==> config.mk <==
export PLATFORM = sky130hd
export DESIGN_NAME = segpage_xlate
export DESIGN_NICKNAME = d
export VERILOG_FILES = /design/src/rtl/segpage_pkg.sv /design/src/rtl/segpage_rst_sync.sv /design/src/rtl/segpage_segfile.sv /design/src/rtl/segpage_check.sv /design/src/rtl/segpage_xlate.sv
export SDC_FILE = /design/constraint.sdc
export NUM_CORES = 1
export LEC_CHECK = 0
export ABC_CLOCK_PERIOD_IN_PS = 42000
export BUFFER_PORTS_ARGS = -buffer_cell sky130_fd_sc_hd__buf_2
export CORE_MARGIN = 2
export CORE_UTILIZATION = 35
export CTS_CLUSTER_SIZE = 12
export DETAILED_ROUTE_END_ITERATION = 10
export GPL_ROUTABILITY_DRIVEN = 0
export GPL_TIMING_DRIVEN = 0
export MAX_ROUTING_LAYER = met4
export PLACE_DENSITY = 0.58
export SETUP_SLACK_MARGIN = 0.5
export SLEW_MARGIN = 25
export SYNTH_ARGS = -nofsm -noshare
export SYNTH_HDL_FRONTEND = slang
export SYNTH_SLANG_ARGS = --single-unit
==> constraint.sdc <==
create_clock -name clk -period 42 [get_ports clk]
set_clock_uncertainty 0.15 [all_clocks]
set_input_delay 8.4 -clock clk [delete_from_list [all_inputs] [get_ports clk]]
set_output_delay 8.4 -clock clk [all_outputs]
set_load 0.03 [all_outputs]
==> src/rtl/segpage_pkg.sv <==
package segpage_pkg;

  typedef enum logic [1:0] {
    ST_IDLE  = 2'd0,
    ST_CHECK = 2'd1,
    ST_READ  = 2'd2,
    ST_DONE  = 2'd3
  } xl_state_t;

  // permission field bit positions
  localparam int PERM_RD_BIT = 1;
  localparam int PERM_WR_BIT = 0;
  localparam int PERM_W      = 2;

endpackage

==> src/rtl/segpage_rst_sync.sv <==
module segpage_rst_sync #(
  parameter int STAGES = 2
) (
  input  logic clk,
  input  logic rst_n,
  output logic rst_n_sync
);

  logic [STAGES-1:0] sync_q;

  always_ff @(posedge clk or negedge rst_n) begin
    if (!rst_n) begin
      sync_q <= '0;
    end else begin
      sync_q <= {sync_q[STAGES-2:0], 1'b1};
    end
  end

  assign rst_n_sync = sync_q[STAGES-1];

endmodule

==> src/rtl/segpage_segfile.sv <==
module segpage_segfile
  import segpage_pkg::*;
#(
  parameter int SEG_W   = 4,
  parameter int BASE_W  = 16,
  parameter int BOUND_W = 9
) (
  input  logic               clk,
  input  logic               rst_n,
  input  logic               wr_en,
  input  logic [SEG_W-1:0]   wr_seg,
  input  logic [BASE_W-1:0]  wr_base,
  input  logic [BOUND_W-1:0] wr_bound,
  input  logic [PERM_W-1:0]  wr_perm,
  input  logic [SEG_W-1:0]   rd_seg,
  output logic [BASE_W-1:0]  rd_base,
  output logic [BOUND_W-1:0] rd_bound,
  output logic [PERM_W-1:0]  rd_perm
);

  localparam int NSEG = 1 << SEG_W;

  logic [BASE_W-1:0]  base_q  [NSEG];
  logic [BOUND_W-1:0] bound_q [NSEG];
  logic [PERM_W-1:0]  perm_q  [NSEG];

  for (genvar g = 0; g < NSEG; g++) begin : g_seg
    logic load_en;
    assign load_en = wr_en && (wr_seg == SEG_W'(g));

    always_ff @(posedge clk or negedge rst_n) begin
      if (!rst_n) begin
        base_q[g]  <= '0;
        bound_q[g] <= '0;
        perm_q[g]  <= '0;
      end else if (load_en) begin
        base_q[g]  <= wr_base;
        bound_q[g] <= wr_bound;
        perm_q[g]  <= wr_perm;
      end
    end
  end

  assign rd_base  = base_q[rd_seg];
  assign rd_bound = bound_q[rd_seg];
  assign rd_perm  = perm_q[rd_seg];

endmodule

==> src/rtl/segpage_check.sv <==
module segpage_check
  import segpage_pkg::*;
#(
  parameter int PAGE_W      = 8,
  parameter int BASE_W      = 16,
  parameter int BOUND_W     = 9,
  parameter int ENTRY_WORDS = 1
) (
  input  logic [PAGE_W-1:0]  page,
  input  logic               is_write,
  input  logic [BASE_W-1:0]  base,
  input  logic [BOUND_W-1:0] bound,
  input  logic [PERM_W-1:0]  perm,
  output logic               bound_ok,
  output logic               perm_ok,
  output logic [BASE_W-1:0]  pte_addr
);

  logic [BASE_W-1:0] page_scaled;

  always_comb begin
    bound_ok    = {1'b0, page} < bound;
    perm_ok     = is_write ? perm[PERM_WR_BIT] : perm[PERM_RD_BIT];
    page_scaled = BASE_W'(page) * BASE_W'(ENTRY_WORDS);
    pte_addr    = base + page_scaled;
  end

endmodule

==> src/rtl/segpage_xlate.sv <==
module segpage_xlate
  import segpage_pkg::*;
#(
  parameter int SEG_W       = 4,
  parameter int PAGE_W      = 8,
  parameter int OFF_W       = 12,
  parameter int PT_AW       = 16,
  parameter int FRAME_W     = 12,
  parameter int ENTRY_WORDS = 1,
  localparam int VA_W       = SEG_W + PAGE_W + OFF_W,
  localparam int PA_W       = FRAME_W + OFF_W,
  localparam int BOUND_W    = PAGE_W + 1
) (
  input  logic               clk,
  input  logic               rst_n,
  input  logic               cfg_we,
  input  logic [SEG_W-1:0]   cfg_seg,
  input  logic [PT_AW-1:0]   cfg_base,
  input  logic [BOUND_W-1:0] cfg_bound,
  input  logic [1:0]         cfg_perm,
  input  logic               req_valid,
  output logic               req_ready,
  input  logic [VA_W-1:0]    req_vaddr,
  input  logic               req_write,
  output logic               mem_rd_en,
  output logic [PT_AW-1:0]   mem_rd_addr,
  input  logic [FRAME_W-1:0] mem_rd_data,
  output logic               rsp_valid,
  output logic               rsp_err,
  output logic [PA_W-1:0]    rsp_paddr
);

  localparam int OFF_LO  = 0;
  localparam int PAGE_LO = OFF_W;
  localparam int SEG_LO  = OFF_W + PAGE_W;

  logic rst_n_sync;

  segpage_rst_sync #(.STAGES(2)) rst_i (
    .clk        (clk),
    .rst_n      (rst_n),
    .rst_n_sync (rst_n_sync)
  );

  xl_state_t state_q, state_d;
  logic [VA_W-1:0] va_q;
  logic            wr_q;
  logic [PA_W-1:0] paddr_q, paddr_d;
  logic            err_q, err_d;
  logic            va_en, res_en;

  logic [SEG_W-1:0]   cur_seg;
  logic [PAGE_W-1:0]  cur_page;
  logic [OFF_W-1:0]   cur_off;
  logic [PT_AW-1:0]   seg_base;
  logic [BOUND_W-1:0] seg_bound;
  logic [PERM_W-1:0]  seg_perm;
  logic               bound_ok, perm_ok, access_ok;
  logic [PT_AW-1:0]   pte_addr;

  assign cur_seg  = va_q[SEG_LO  +: SEG_W];
  assign cur_page = va_q[PAGE_LO +: PAGE_W];
  assign cur_off  = va_q[OFF_LO  +: OFF_W];

  segpage_segfile #(
    .SEG_W   (SEG_W),
    .BASE_W  (PT_AW),
    .BOUND_W (BOUND_W)
  ) segfile_i (
    .clk      (clk),
    .rst_n    (rst_n_sync),
    .wr_en    (cfg_we),
    .wr_seg   (cfg_seg),
    .wr_base  (cfg_base),
    .wr_bound (cfg_bound),
    .wr_perm  (cfg_perm),
    .rd_seg   (cur_seg),
    .rd_base  (seg_base),
    .rd_bound (seg_bound),
    .rd_perm  (seg_perm)
  );

  segpage_check #(
    .PAGE_W      (PAGE_W),
    .BASE_W      (PT_AW),
    .BOUND_W     (BOUND_W),
    .ENTRY_WORDS (ENTRY_WORDS)
  ) check_i (
    .page     (cur_page),
    .is_write (wr_q),
    .base     (seg_base),
    .bound    (seg_bound),
    .perm     (seg_perm),
    .bound_ok (bound_ok),
    .perm_ok  (perm_ok),
    .pte_addr (pte_addr)
  );

  assign access_ok = bound_ok && perm_ok;

  // next-state and datapath selection
  always_comb begin
    state_d = state_q;
    va_en   = 1'b0;
    res_en  = 1'b0;
    paddr_d = paddr_q;
    err_d   = err_q;
    unique case (state_q)
      ST_IDLE: begin
        if (req_valid) begin
          va_en   = 1'b1;
          state_d = ST_CHECK;
        end
      end
      ST_CHECK: begin
        if (access_ok) begin
          state_d = ST_READ;
        end else begin
          res_en  = 1'b1;
          err_d   = 1'b1;
          paddr_d = '0;
          state_d = ST_DONE;
        end
      end
      ST_READ: begin
        res_en  = 1'b1;
        err_d   = 1'b0;
        paddr_d = {mem_rd_data, cur_off};
        state_d = ST_DONE;
      end
      ST_DONE: begin
        state_d = ST_IDLE;
      end
      default: state_d = ST_IDLE;
    endcase
  end

  always_ff @(posedge clk or negedge rst_n_sync) begin
    if (!rst_n_sync) begin
      state_q <= ST_IDLE;
    end else begin
      state_q <= state_d;
    end
  end

  always_ff @(posedge clk or negedge rst_n_sync) begin
    if (!rst_n_sync) begin
      va_q <= '0;
      wr_q <= 1'b0;
    end else if (va_en) begin
      va_q <= req_vaddr;
      wr_q <= req_write;
    end
  end

  always_ff @(posedge clk or negedge rst_n_sync) begin
    if (!rst_n_sync) begin
      paddr_q <= '0;
      err_q   <= 1'b0;
    end else if (res_en) begin
      paddr_q <= paddr_d;
      err_q   <= err_d;
    end
  end

  assign req_ready   = (state_q == ST_IDLE);
  assign mem_rd_en   = (state_q == ST_CHECK) && access_ok;
  assign mem_rd_addr = pte_addr;
  assign rsp_valid   = (state_q == ST_DONE);
  assign rsp_err     = err_q;
  assign rsp_paddr   = paddr_q;

endmodule

==> impl_metrics.yaml <==
status:
  status: "finished, final reports clean"
timing:
  relSlewSlack_pct: 27.17
  timing.hold.ws_ps: 31.69
  period_share_pct: 35.34
  fin_crit_ps: 14840
  fmax_mhz: 67.36
  tns_ps: 0
  setup_slack_ps: 27160
  hold_viol: 0
  setup_violations: 0
  worst_pin_slew_ps: 1093
  drv_slew: 0
  rsz0062_at_grt: "no"
grt:
  grt_use_met2_pct: 29.25
  grt_overflow: 0
  grt_max_degree: 55
  grt_pass1_wl_mm: 88.15
  grt_pass1_vias: 13630
  use_met1_pct: 26.06
  grt_busiest_layer: "met2"
  grtUsageTotal_pct: 19.00
  grt.met3_usage_pct: 3.631
  antenna_found_initial: 2
synth:
  yosysUniqueCellTypes: 51
  avgSynthCellArea_sq_um: 16.22
  syn-cell-area_sq_um: 22100
  yosysSeqAreaShare_pct: 55.04
  ys_ff_latch: 486
  async_reset_ff_share_pct: 100.0
  synth_cells: 1362
  ys_warn_count: 0
  ys.flop_type: "dfrtp_1"
  synth_nets: 1454
  synth-edff-count: 0
power_and_ir_drop:
  irDropWorstVdd_uv: 85.14
  p_total_mw: 1.928
  p_leak_nw: 11.16
  power_density_nw_per_um2: 74.43
flow_run:
  maxCapViolations: 0
placed_design:
  port_buffers: 115
  hpwl_mm: 39.44
  place_inst: 2338
  dp_slack_ps: 27760
  postPlaceCellArea_sq_um: 24080
route:
  drc: 0
  wl_mm: 58.54
  viasPerCell: 5.240
  routedWlPerCell_um: 24.02
  ant_nets: 0
  dr.pass1.iters: 4
  vias: 12770
  drt_iter0_drc: 851
floorplanning:
  ios: 116
  rows: 92
  die_area_sq_um: 65160
  die_x_um: 255.3
  start_util_pct: 35.22
  core_area_sq_um: 62740
  die_h_um: 255.3
setup_path:
  crit_required_ps: 33450
  cp_slowest_cell: "mux4_2"
  arrival_ps: 6290
  worstPathCellList: "buf_2, buf_6, buf_4, buf_2, buf_2, buf_2, mux4_2, mux4_2, ha_1, fa_1, a21o_1, a21oi_1, nor2b_1, o21ai_0, a21o_1, nor2_1, xor2_1, buf_2"
  worst_path_most_repeated_cell: "buf_2"
  end_kind: "primary output"
  cp_max_fo: 10
  r2r-end: "rsp_paddr[12]"
  rr_startpoint: "va_q[21]"
  worstSetupStartpoint: "va_q[21]"
  startpoint_type: "flip-flop"
  crit_type: "flip-flop to primary output"
  reg2reg_slack_ps: 36510
  slowest_delay_ps: 490
  reg2reg_depth: 18
  cp-endpoint: "mem_rd_addr[14]"
min_path:
  hp-class: "flip-flop to async pin"
final_layout:
  stdcell_count: 2437
  utilization_pct: 41.29
  final_cell_area_sq_um: 25900
  drive_gt1_share_pct: 53.56
  area_growth_syn_to_layout_pct: 17.24
  fin_nets: 1641
clock_network:
  postCtsSetupBuffers: 0
  root_buffer: "clkbuf_16"
  numCtsBuffers: 54
  cts-resized-gates: 0
  cts.sinks: 486
  clkTransAtPathRegs_ps: 60
  clockBufferDepth: 3
  cts_max_level: 2
  hold_buffers: 0
  clk_latency_ps: 600
  tritoncts: "built"
## sequential cells by signal, indices dropped and copies added, names as in the netlist
register and flops:
state_q 2, wr_q 1, segfile_i.bound_q 144, rst_i.sync_q 2
segfile_i.base_q 256, va_q 24, rsp_err 1, segfile_i.perm_q 32
rsp_paddr 24
## how the worst min path moves through the flow
stage / cells after the start / slack (ps) / endpoint / startpoint
4_1_cts: 0 / 40 / segfile_i.base_q[133] / rst_i.sync_q[1]
2_1_floorplan: 0 / 180 / rst_i.sync_q[1] / rst_i.sync_q[0]
6_report: 0 / 30 / segfile_i.base_q[134] / rst_i.sync_q[1]
3_5_place_dp: 0 / 30 / segfile_i.base_q[149] / rst_i.sync_q[1]
5_1_grt: 0 / 50 / segfile_i.base_q[134] / rst_i.sync_q[1]
3_3_place_gp: 0 / 190 / rst_i.sync_q[1] / rst_i.sync_q[0]
## placed cells by master (no fill, tap or decap), types with 5 or more instances in the layout
cell and instances:
clkbuf_1 72, a21o_1 5, nor2_2 9, buf_6 15, buf_1 9, ha_1 19, xnor2_1 6, nor2b_1 7
buf_2 127, clkbuf_2 5, a21oi_1 7, mux2_2 459, inv_1 11, clkbuf_16 55, nand2_1 9, a22o_1 24
mux4_2 125, xor2_1 6, buf_16 9, nand2b_1 7, dfrtp_1 485, buf_4 6, nor2_1 13, mux2i_1 11
clkinv_2 8, clkbuf_8 14
## report_power, final
group | internal [mW] | total, mW | switching [mW]
registers | 0.588 | 0.654 | 0.0666
clock network | 0.288 | 0.479 | 0.190
logic | 0.376 | 0.795 | 0.420
total | 1.25 | 1.93 | 0.677
## cell type report
class                           count  area (sq um)
Buffer                            103         550.5
Clock buffer                       82          1618
Antenna cell                        2         5.005
Multi-Input combinational cell    761          9375
Timing Repair Buffer              131         907.1
Clock inverter                     14         180.2
Fill cell                        5727         36830
Tap cell                          846          1059
Inverter                           12         45.04
Sequential cell                   486         12170
## cells by family (layout without fill, tap and decap cells)
logic type | count (synthesis) | after routing | synth area share, %
AOI/OAI and AO/OA | 61 | 61 | 2.237
xor gates and xnor gates | 12 | 12 | 0.4756
adders and majority gates | 20 | 20 | 1.166
buffers and inverters | 115 | 342 | 2.667
DFF | 486 | 486 | 55.04
muxes | 597 | 597 | 36.73
other | 1 | 3 | 0.01697
and+or+nand+nor | 70 | 70 | 1.665
## cells in the mapped netlist, types with 3 or more instances
cell type	instances	area share, %
dfrtp_1	486	55
mux2_2	459	23
mux4_2	125	13
clkbuf_1	63	1.1
a22o_1	24	0.95
nor2_1	22	0.37
ha_1	19	1.1
buf_2	12	0.27
inv_1	11	0.19
mux2i_1	11	0.50
buf_1	10	0.17
buf_6	10	0.51
nand2_1	9	0.15
a21oi_1	7	0.16
nand2b_1	7	0.20
nor2b_1	7	0.20
xnor2_1	6	0.24
xor2_1	6	0.24
a21o_1	5	0.17
buf_4	5	0.17
a211oi_1	4	0.14
nand3_1	4	0.091
o21a_1	4	0.14
buf_12	3	0.27
nand3b_1	3	0.10
nor3_1	3	0.068
nor3b_1	3	0.10
o21ai_0	3	0.068
or3_1	3	0.085
## critical path, delay by kind of cell, from the launching register on
kind | cells | cell delay (ps)
AOI/OAI and AO/OA | 4 | 1130
xor gates and xnor gates | 1 | 270
adders and majority gates | 2 | 670
buffers and inverters | 7 | 2200
DFF | 1 | 310
muxes | 2 | 880
and+or+nand+nor | 2 | 190
## routing by layer
metal / wire (um) / share of wire (%) / vias to the layer above
met5: 0 / 0 / -
met4: 1230 / 2.1 / 0
met3: 3127 / 5.3 / 78
met2: 27010 / 46 / 303
met1: 27180 / 46 / 6916
li1: - / - / 5474
Power figures use the tool's default switching activity.
